===== config.mk =====
export PLATFORM = sky130hd
export DESIGN_NAME = pci_claim_filter
export DESIGN_NICKNAME = d
export VERILOG_FILES = /design/src/rtl/pcf_pkg.sv /design/src/rtl/pcf_cmd_decode.sv /design/src/rtl/pcf_port_track.sv /design/src/rtl/pci_claim_filter.sv
export SDC_FILE = /design/constraint.sdc
export NUM_CORES = 1
export LEC_CHECK = 0
export BUFFER_PORTS_ARGS = -buffer_cell sky130_fd_sc_hd__buf_4
export CAP_MARGIN = 15
export CORE_MARGIN = 4
export CORE_UTILIZATION = 45
export DETAILED_ROUTE_END_ITERATION = 10
export HOLD_SLACK_MARGIN = 0.05
export PLACE_DENSITY = 0.79
export REMOVE_ABC_BUFFERS = 1
export SYNTH_ARGS = -nofsm -noshare
export SYNTH_HDL_FRONTEND = slang
export SYNTH_SLANG_ARGS = --single-unit

===== constraint.sdc =====
create_clock -name clk_i -period 2.3 [get_ports clk_i]
set_input_delay 0.46 -clock clk_i [delete_from_list [all_inputs] [get_ports clk_i]]
set_output_delay 0.46 -clock clk_i [all_outputs]
set_load 0.02 [all_outputs]

===== src/rtl/pcf_pkg.sv =====
package pcf_pkg;
  localparam int CMD_W   = 4;
  localparam int AD_LO_W = 2;
  localparam int CLS_W   = 3;

  typedef enum logic [CLS_W-1:0] {
    CLS_NONE = 3'd0,
    CLS_IACK = 3'd1,
    CLS_SPEC = 3'd2,
    CLS_IO   = 3'd3,
    CLS_MEM  = 3'd4,
    CLS_CFG  = 3'd5,
    CLS_RSVD = 3'd6,
    CLS_DAC  = 3'd7
  } cls_e;

  localparam logic [AD_LO_W-1:0] CFG_TYPE1 = 2'b01;
  localparam logic [AD_LO_W-1:0] BURST_LIN = 2'b00;
endpackage


===== src/rtl/pcf_cmd_decode.sv =====
module pcf_cmd_decode
  import pcf_pkg::*;
#(
  parameter bit SECONDARY = 1'b0
) (
  input  logic [CMD_W-1:0]   cmd_i,
  input  logic [AD_LO_W-1:0] ad_lo_i,
  output cls_e               cls_o,
  output logic               claim_o,
  output logic               fwd_o,
  output logic               cfg_o
);
  logic plain_ok;
  logic type1;

  always_comb begin
    unique case (cmd_i)
      4'b0000:                            cls_o = CLS_IACK;
      4'b0001:                            cls_o = CLS_SPEC;
      4'b0010, 4'b0011:                   cls_o = CLS_IO;
      4'b0110, 4'b0111, 4'b1100,
      4'b1110, 4'b1111:                   cls_o = CLS_MEM;
      4'b1010, 4'b1011:                   cls_o = CLS_CFG;
      4'b1101:                            cls_o = CLS_DAC;
      default:                            cls_o = CLS_RSVD;
    endcase
  end

  assign plain_ok = (cls_o == CLS_IO) || (cls_o == CLS_MEM) || (cls_o == CLS_DAC);
  assign cfg_o    = (cls_o == CLS_CFG);
  assign type1    = (ad_lo_i == CFG_TYPE1);

  // side-specific support table
  if (SECONDARY) begin : g_sec
    assign claim_o = plain_ok || (cfg_o && type1);
  end else begin : g_pri
    assign claim_o = plain_ok || cfg_o;
  end

  // type 0 config targets the bridge itself
  assign fwd_o = claim_o && !(cfg_o && !type1);
endmodule


===== src/rtl/pcf_port_track.sv =====
module pcf_port_track
  import pcf_pkg::*;
#(
  parameter bit SECONDARY = 1'b0
) (
  input  logic               clk_i,
  input  logic               rst_ni,
  input  logic               frame_ni,
  input  logic               irdy_ni,
  input  logic               trdy_ni,
  input  logic [CMD_W-1:0]   cbe_i,
  input  logic [AD_LO_W-1:0] ad_lo_i,
  output logic               claim_o,
  output logic               fwd_o,
  output logic [CLS_W-1:0]   cls_o,
  output logic               stop_o
);
  logic               active_q;
  logic [CMD_W-1:0]   cmd_q;
  logic [AD_LO_W-1:0] ad_q;
  logic               stop_q;
  cls_e               dec_cls;
  logic               dec_claim, dec_fwd, dec_cfg;
  logic               bus_idle, xfer, need_disc;

  pcf_cmd_decode #(.SECONDARY(SECONDARY)) u_dec (
    .cmd_i   (cmd_q),
    .ad_lo_i (ad_q),
    .cls_o   (dec_cls),
    .claim_o (dec_claim),
    .fwd_o   (dec_fwd),
    .cfg_o   (dec_cfg)
  );

  assign bus_idle  = frame_ni && irdy_ni;
  assign xfer      = active_q && !irdy_ni && !trdy_ni;
  assign need_disc = dec_claim && !dec_cfg && (ad_q != BURST_LIN);

  always_ff @(posedge clk_i or negedge rst_ni) begin
    if (!rst_ni) begin
      active_q <= 1'b0;
      cmd_q    <= '0;
      ad_q     <= '0;
      stop_q   <= 1'b0;
    end else if (bus_idle) begin
      active_q <= 1'b0;
      cmd_q    <= '0;
      ad_q     <= '0;
      stop_q   <= 1'b0;
    end else begin
      if (!active_q && !frame_ni) begin
        active_q <= 1'b1;
        cmd_q    <= cbe_i;
        ad_q     <= ad_lo_i;
      end
      if (frame_ni)
        stop_q <= 1'b0;
      else if (xfer && need_disc)
        stop_q <= 1'b1;
    end
  end

  assign claim_o = active_q && dec_claim;
  assign fwd_o   = active_q && dec_fwd;
  assign cls_o   = active_q ? dec_cls : CLS_NONE;
  assign stop_o  = stop_q;

  a_r8_stop_follows_xfer: assert property (@(posedge clk_i) disable iff (!rst_ni)
    $rose(stop_q) |-> $past(!irdy_ni && !trdy_ni && !frame_ni));
  a_r9_stop_drops_on_frame: assert property (@(posedge clk_i) disable iff (!rst_ni)
    $past(frame_ni) |-> !stop_q);
  a_r1_capture_stable: assert property (@(posedge clk_i) disable iff (!rst_ni)
    (active_q && $past(active_q)) |-> ($stable(cmd_q) && $stable(ad_q)));
endmodule


===== src/rtl/pci_claim_filter.sv =====
module pci_claim_filter
  import pcf_pkg::*;
#(
  parameter int NUM_PORTS = 2
) (
  input  logic                         clk_i,
  input  logic                         rst_ni,
  input  logic [NUM_PORTS-1:0]         frame_ni,
  input  logic [NUM_PORTS-1:0]         irdy_ni,
  input  logic [NUM_PORTS-1:0]         trdy_ni,
  input  logic [NUM_PORTS*CMD_W-1:0]   cbe_i,
  input  logic [NUM_PORTS*AD_LO_W-1:0] ad_lo_i,
  output logic [NUM_PORTS-1:0]         claim_o,
  output logic [NUM_PORTS-1:0]         fwd_o,
  output logic [NUM_PORTS*CLS_W-1:0]   cls_o,
  output logic [NUM_PORTS-1:0]         stop_o
);
  // port 0 is primary, the rest secondary (R11: one tracker each)
  for (genvar p = 0; p < NUM_PORTS; p++) begin : g_port
    logic [CLS_W-1:0] cls_p;

    pcf_port_track #(.SECONDARY(p != 0)) u_trk (
      .clk_i    (clk_i),
      .rst_ni   (rst_ni),
      .frame_ni (frame_ni[p]),
      .irdy_ni  (irdy_ni[p]),
      .trdy_ni  (trdy_ni[p]),
      .cbe_i    (cbe_i[p*CMD_W +: CMD_W]),
      .ad_lo_i  (ad_lo_i[p*AD_LO_W +: AD_LO_W]),
      .claim_o  (claim_o[p]),
      .fwd_o    (fwd_o[p]),
      .cls_o    (cls_p),
      .stop_o   (stop_o[p])
    );
    assign cls_o[p*CLS_W +: CLS_W] = cls_p;

    a_r3_r4_no_claim_unsupported: assert property (@(posedge clk_i) disable iff (!rst_ni)
      claim_o[p] |-> !(cls_p inside {CLS_RSVD, CLS_IACK, CLS_SPEC}));
    a_r6_fwd_needs_claim: assert property (@(posedge clk_i) disable iff (!rst_ni)
      fwd_o[p] |-> claim_o[p]);
    a_r9_stop_needs_claim: assert property (@(posedge clk_i) disable iff (!rst_ni)
      stop_o[p] |-> (claim_o[p] && cls_p != CLS_CFG));
    a_r10_idle_clears: assert property (@(posedge clk_i) disable iff (!rst_ni)
      $past(frame_ni[p] && irdy_ni[p]) |->
        (!claim_o[p] && !fwd_o[p] && !stop_o[p] && cls_p == CLS_NONE));
  end
endmodule


== Yosys cells after proc, flatten, opt, wreduce, memory -nomap -nowiden ==
Memories as Yosys holds them, arrays and structs flattened.
Index checks and enable logic that the tools add are counted.
Cells by class
  reductions and logical operators: 49
  equal/unequal tests: 10
  muxes and demuxes: 20
Operators by type and width (count)
  $logic_and 1x1->1: 23
  $eq 3x3->1 const B: 6
  $mux 4: 4
  $logic_not 1->1: 14
  $mux 1: 10
  $mux 2: 4
  $reduce_bool 2->1: 4
  $eq 3x2->1 const B: 2
  $logic_or 1x1->1: 6
  $mux 3: 2
  $reduce_bool 3->1: 2
  $eq 2x1->1 const B: 2
Storage, ports and cells
  bits in registers: 16
  bits in read-only memories: 96
  input port bits: 20
  logic and storage cells: 89
  memories kept: 2
Memories
  (name not given): words 16, bits a word 3, rd ports 1, clocked after memory_dff 0, wr ports 0, RTL line pcf_cmd_decode.sv:17  | unique case (cmd_i)
  (name not given): words 16, bits a word 3, rd ports 1, clocked after memory_dff 0, wr ports 0, RTL line pcf_cmd_decode.sv:17

== Logic depth before layout (Yosys ltp) ==
An unclocked memory read counts as a cell.
  word-level depth: 11
  mapped depth: 5

== Cells and area by module ==
From an unflattened synthesis, not the netlist that was laid out.
Second synthesis, totals
  cell total of the unflattened synthesis: 95
  area total of the unflattened synthesis: 1008.5 um^2
By module, submodules not included
  pcf_port_track: times used 2, area an instance 410.4 um^2, cells an instance 34, seq. area each 200.2 um^2
  pcf_cmd_decode (g_port[1].u_trk.u_dec): times used 1, area an instance 98.8 um^2, cells an instance 14, seq. area each 0.0 um^2
  pcf_cmd_decode (g_port[0].u_trk.u_dec): times used 1, area an instance 88.8 um^2, cells an instance 13, seq. area each 0.0 um^2

== Worst setup path after synthesis ==
Ideal clock, no wire load.
  path kind: register to output
  from: reg g_port[1].u_trk.cmd_q[1]
  to: out cls_o[3]
  required time: 1840 ps
  path buffers: 1
  slack: 629 ps
  data arrival time: 1211 ps
  cell stages (with the launch flop): 4
  path through: dfrtp_1 -> buf_2 -> or3_1 -> a21boi_1
Between the ends
  longest elaborated chain between the ends: 2
RTL lines
  from (decl): RTL line pcf_port_track.sv:19  | logic [CMD_W-1:0] cmd_q;
  from (signal assigned): RTL line pcf_port_track.sv:53  | cmd_q <= cbe_i;
  $mem_v2 16x3
  $mux 3: RTL line pcf_port_track.sv:65  | assign cls_o = active_q ? dec_cls : CLS_NONE;
  to (decl): RTL line pci_claim_filter.sv:15  | output logic [NUM_PORTS*CLS_W-1:0] cls_o,
Every way passes these cells.

== Worst setup path after layout ==
  from: reg g_port[0].u_trk.cmd_q[3]
  to: out cls_o[0]
Between the ends
  longest elaborated chain between the ends: 2
RTL lines (RTL line)
  from (decl): pcf_port_track.sv:19
  from (signal assigned): pcf_port_track.sv:53
  $mem_v2 16x3
  $mux 3: pcf_port_track.sv:65
Every way passes these cells.

==> summary by stage <==
Outcome
The flow ran to the end, and the final reports show no timing, DRC or antenna violations.

Floorplan
The floorplan has 16 rows. The die is 54.9 µm tall. The x dimension of the die is 54.9 µm.

During I/O placement, the number of pins put on the boundary was 32. The area enclosed by the die boundary is between 0.003 and 0.004 mm². The core area is 0.00202 mm². Once the floorplan was initialized, standard cells occupied 49.0% of the core.

Critical path
In this run the worst path has a maximum fanout of 9. The critical path start-end classification is flip-flop to primary output. For the worst setup path, the data required time is 1.84 ns. Together, buffers and inverters on the worst path number 1.

On the worst path, the slowest cell contributes a delay of between 0.5 and 0.6 ns. Data arrives at the worst endpoint at 1.53 ns. The largest individual stage delay along the critical path comes from the cell sky130_fd_sc_hd__dfrtp_1.

Grouping stages by cell kind, the critical path spends the most delay in flip-flops. The worst setup path is launched from a flip-flop. STA classifies the critical path endpoint as a primary output. The critical path goes through nand2_2 > or3_1 > a21boi_1 > buf_4.

Route
The routed wire length is 2.06 mm. After detailed routing, the average wire length per cell comes to 12.9 µm. After the first detailed-routing iteration, the DRC count stood at 12. The detail route stage leaves a number of antenna-violating nets equal to 0. After detailed routing, the number of vias per cell comes to 5.16. The pre-antenna-repair detailed-routing pass consisted of 4 iterations. The routed layout has 826 vias. In the routed design, unresolved DRC markers number 0.

Synth
Of the post-synthesis cell area, the dominant cell type holds between 40% and 50%. The fraction of registers with async set or reset after synthesis is 100%. The number of synthesized flops with an enable pin is 0. The synthesized design contains 16 register bits.

In the synthesized netlist, the cells that appear most often are sky130_fd_sc_hd__dfrtp_1 (16), sky130_fd_sc_hd__o21ai_0 (11), sky130_fd_sc_hd__nand2_1 (10). By area the synthesized netlist is led by sky130_fd_sc_hd__dfrtp_1 (40%), sky130_fd_sc_hd__mux2i_1 (8.1%), sky130_fd_sc_hd__o21ai_0 (5.6%). Averaged over all synthesized cells, the footprint is 9.09 µm².

For this run, the register share of the synthesized area comes to about two fifths. The synthesized design spends more area on one cell type than any other, namely sky130_fd_sc_hd__dfrtp_1. The most used flip-flop cell after synthesis is sky130_fd_sc_hd__dfrtp_1. The cell area that synthesis handed to floorplanning was around 1000 µm². The number of different library cells in the post-synthesis netlist is 24. The dominant cell by count in the synthesized netlist is sky130_fd_sc_hd__dfrtp_1. The number of warnings issued by yosys is 0. The gate count of the mapped netlist is 109.

CTS
The count of buffers added by post-CTS timing repair for setup is 0. TritonCTS built the clock tree. CTS built an H-tree with a depth of 1. The number of sinks driven by the clock tree is 16.

Clock tree synthesis inserted a total of 3 buffers. The tree is rooted in a sky130_fd_sc_hd__clkbuf_4. Clock latency on the worst-skew pair, taken at its later pin, is 0.29 ns. The maximum number of buffers from clock root to sink is 2.

In this run, post-CTS repair resized a total of 0 instances. The clock transition time at the flip-flop clock pins of the worst setup and hold paths is 0.09 ns.

Layout
After the last flow step, the layout net total stands at 154. The antenna diode instance count is 0. Cells with a size suffix above 1 make up 29.3% of the layout. The area growth from synthesis to layout is 23.7%. The number of cells in the finished layout apart from fillers is 160.

Timing
The clock period could shrink to 1.99 ns. The count of final hold-check violations is 0. Measured against its own limit, the worst slew margin works out to 69.3%. Setup violations remaining at the end of the flow were counted as 0.

Setup total negative slack on the finished layout was measured at 0 ns. The clock skew after layout is 0.00587 ns. The actual transition at the worst max-transition pin is 0.460 ns. The peak clock frequency supported by timing is 0.503 GHz. Setup repair after global routing left no endpoint under its margin.

The fraction of the cycle the final worst path needs is 86.4%. The final number of max-transition violations is 0.

Power
IR analysis of the VDD net gives a maximum drop of 0.000494 V. The ratio of total power to cell area is a little under 600 mW/mm². The leakage component of the power is 0.590 nW.

GRT
Global routing consumed, on the met2 layer, between 20% and 30% of the routing resources. The overall global routing resource usage is 15.1%. Global routing consumed, on the met3 layer, about 5.6% of the routing resources.

The initial antenna violation count is 0. The busiest layer in global routing is met2. The global-route congestion overflow total is 0. The first global-routing pass estimated between 3 and 4 mm of wire. The maximum number of pins on one net before global-route repair is 17.

The via count of the first global-routing pass is 802. In the global route stage, met1 resource usage came out at 18.6%.

Placement
The post-DP HPWL is 1.65 mm. The number of I/O port buffers is 31. Routability-driven placement finished with a final weighted congestion of 0.914.

The number of cells in the design after placement is 155.

Job
Max-cap violations in this run came to 0.

Hold path
The tightest min-delay check is of the primary input to flip-flop type.
sequential cells by signal (all words and copies together), names as in the netlist:
register / count
g_port.u_trk.cmd_q: 8
g_port.u_trk.ad_q: 4
g_port.u_trk.active_q: 2
g_port.u_trk.stop_o: 2
layout make-up:
| cell class | instances | area, µm² |
|---|---|---|
| clock buffers | 4 | 36.3 |
| fillers | 176 | 796 |
| well taps | 27 | 33.8 |
| inverters | 6 | 22.5 |
| multi-input cells | 75 | 490 |
| repair buffers | 32 | 243 |
| flip-flops and latches | 16 | 400 |
worst paths after layout:
check / from / end / slack (ns) / depth (start not counted)
max: g_port[0].u_trk.cmd_q[3] / cls_o[0] / 0.31 / 4
min reg2reg: g_port[0].u_trk.stop_o / g_port[0].u_trk.stop_o / 0.50 / 1
min: frame_ni[0] / g_port[0].u_trk.active_q / 0.36 / 2
max reg2reg: g_port[0].u_trk.cmd_q[3] / g_port[0].u_trk.stop_o / 1.09 / 3
max in group asynchronous: rst_ni / g_port[0].u_trk.cmd_q[0] / 1.56 / 2
min in group asynchronous: rst_ni / g_port[1].u_trk.ad_q[0] / 0.55 / 2
placed cells by master (no fill, tap or decap), drive strengths merged:
master       instances
buf                 31
dfrtp               16
nand2               12
o21ai               11
mux2i                8
inv                  6
nor2                 6
a21boi               6
o21a                 5
nor2b                5
nand2b               5
a21oi                4
a22o                 4
clkbuf               4
o21bai               2
or3                  2
or2b                 1
xnor2                1
a21o                 1
a2111oi              1
o32ai                1
dlygate4sd3          1
routing by layer:
layer  vias to the layer above  wire, µm
met4                         0        25
li1                        413         -
met2                        16      1040
met3                         6        80
met1                       391       914
met5                         -         0
stage by stage:
| stage | hold WS, ns | power [mW] | instance area [µm²] | setup slack (ns) | utilization (%) |
|---|---|---|---|---|---|
| floorplan | 0.164 | 0.453 | 913 | 0.642 | - |
| global placement | 0.331 | 0.540 | 1180 | 0.678 | 58.4 |
| detailed placement | 0.329 | 0.545 | 1180 | 0.637 | 58.4 |
| CTS | 0.351 | 0.732 | 1230 | 0.301 | 60.6 |
| global route | 0.349 | 0.766 | 1230 | 0.218 | 60.6 |
| finish | 0.365 | 0.723 | 1230 | 0.312 | 60.6 |
cells by family (layout without fill, tap and decap cells):
logic type / after synthesis / count (layout) / share of synthesized area, %
AND/OR/NAND/NOR: 31 / 31 / 16.4
multiplexers: 8 / 8 / 8.08
XOR/XNOR: 1 / 1 / 0.884
flip-flops: 16 / 16 / 40.4
AO/OA/AOI/OAI: 35 / 35 / 24.1
buffers and inverters: 18 / 42 / 10.1
timing repair:
action	in CTS	in global routing
hold buffers	1	0
hold endpoints to repair	16	0
endpoints found under the setup margin	0	0
report_power, final:
group / switching (mW) / internal, mW
logic: 0.0939 / 0.103
registers: 0.0383 / 0.303
clock network: 0.0877 / 0.0965
total: 0.220 / 0.503
No activity file was read; power rests on OpenSTA's default activity.
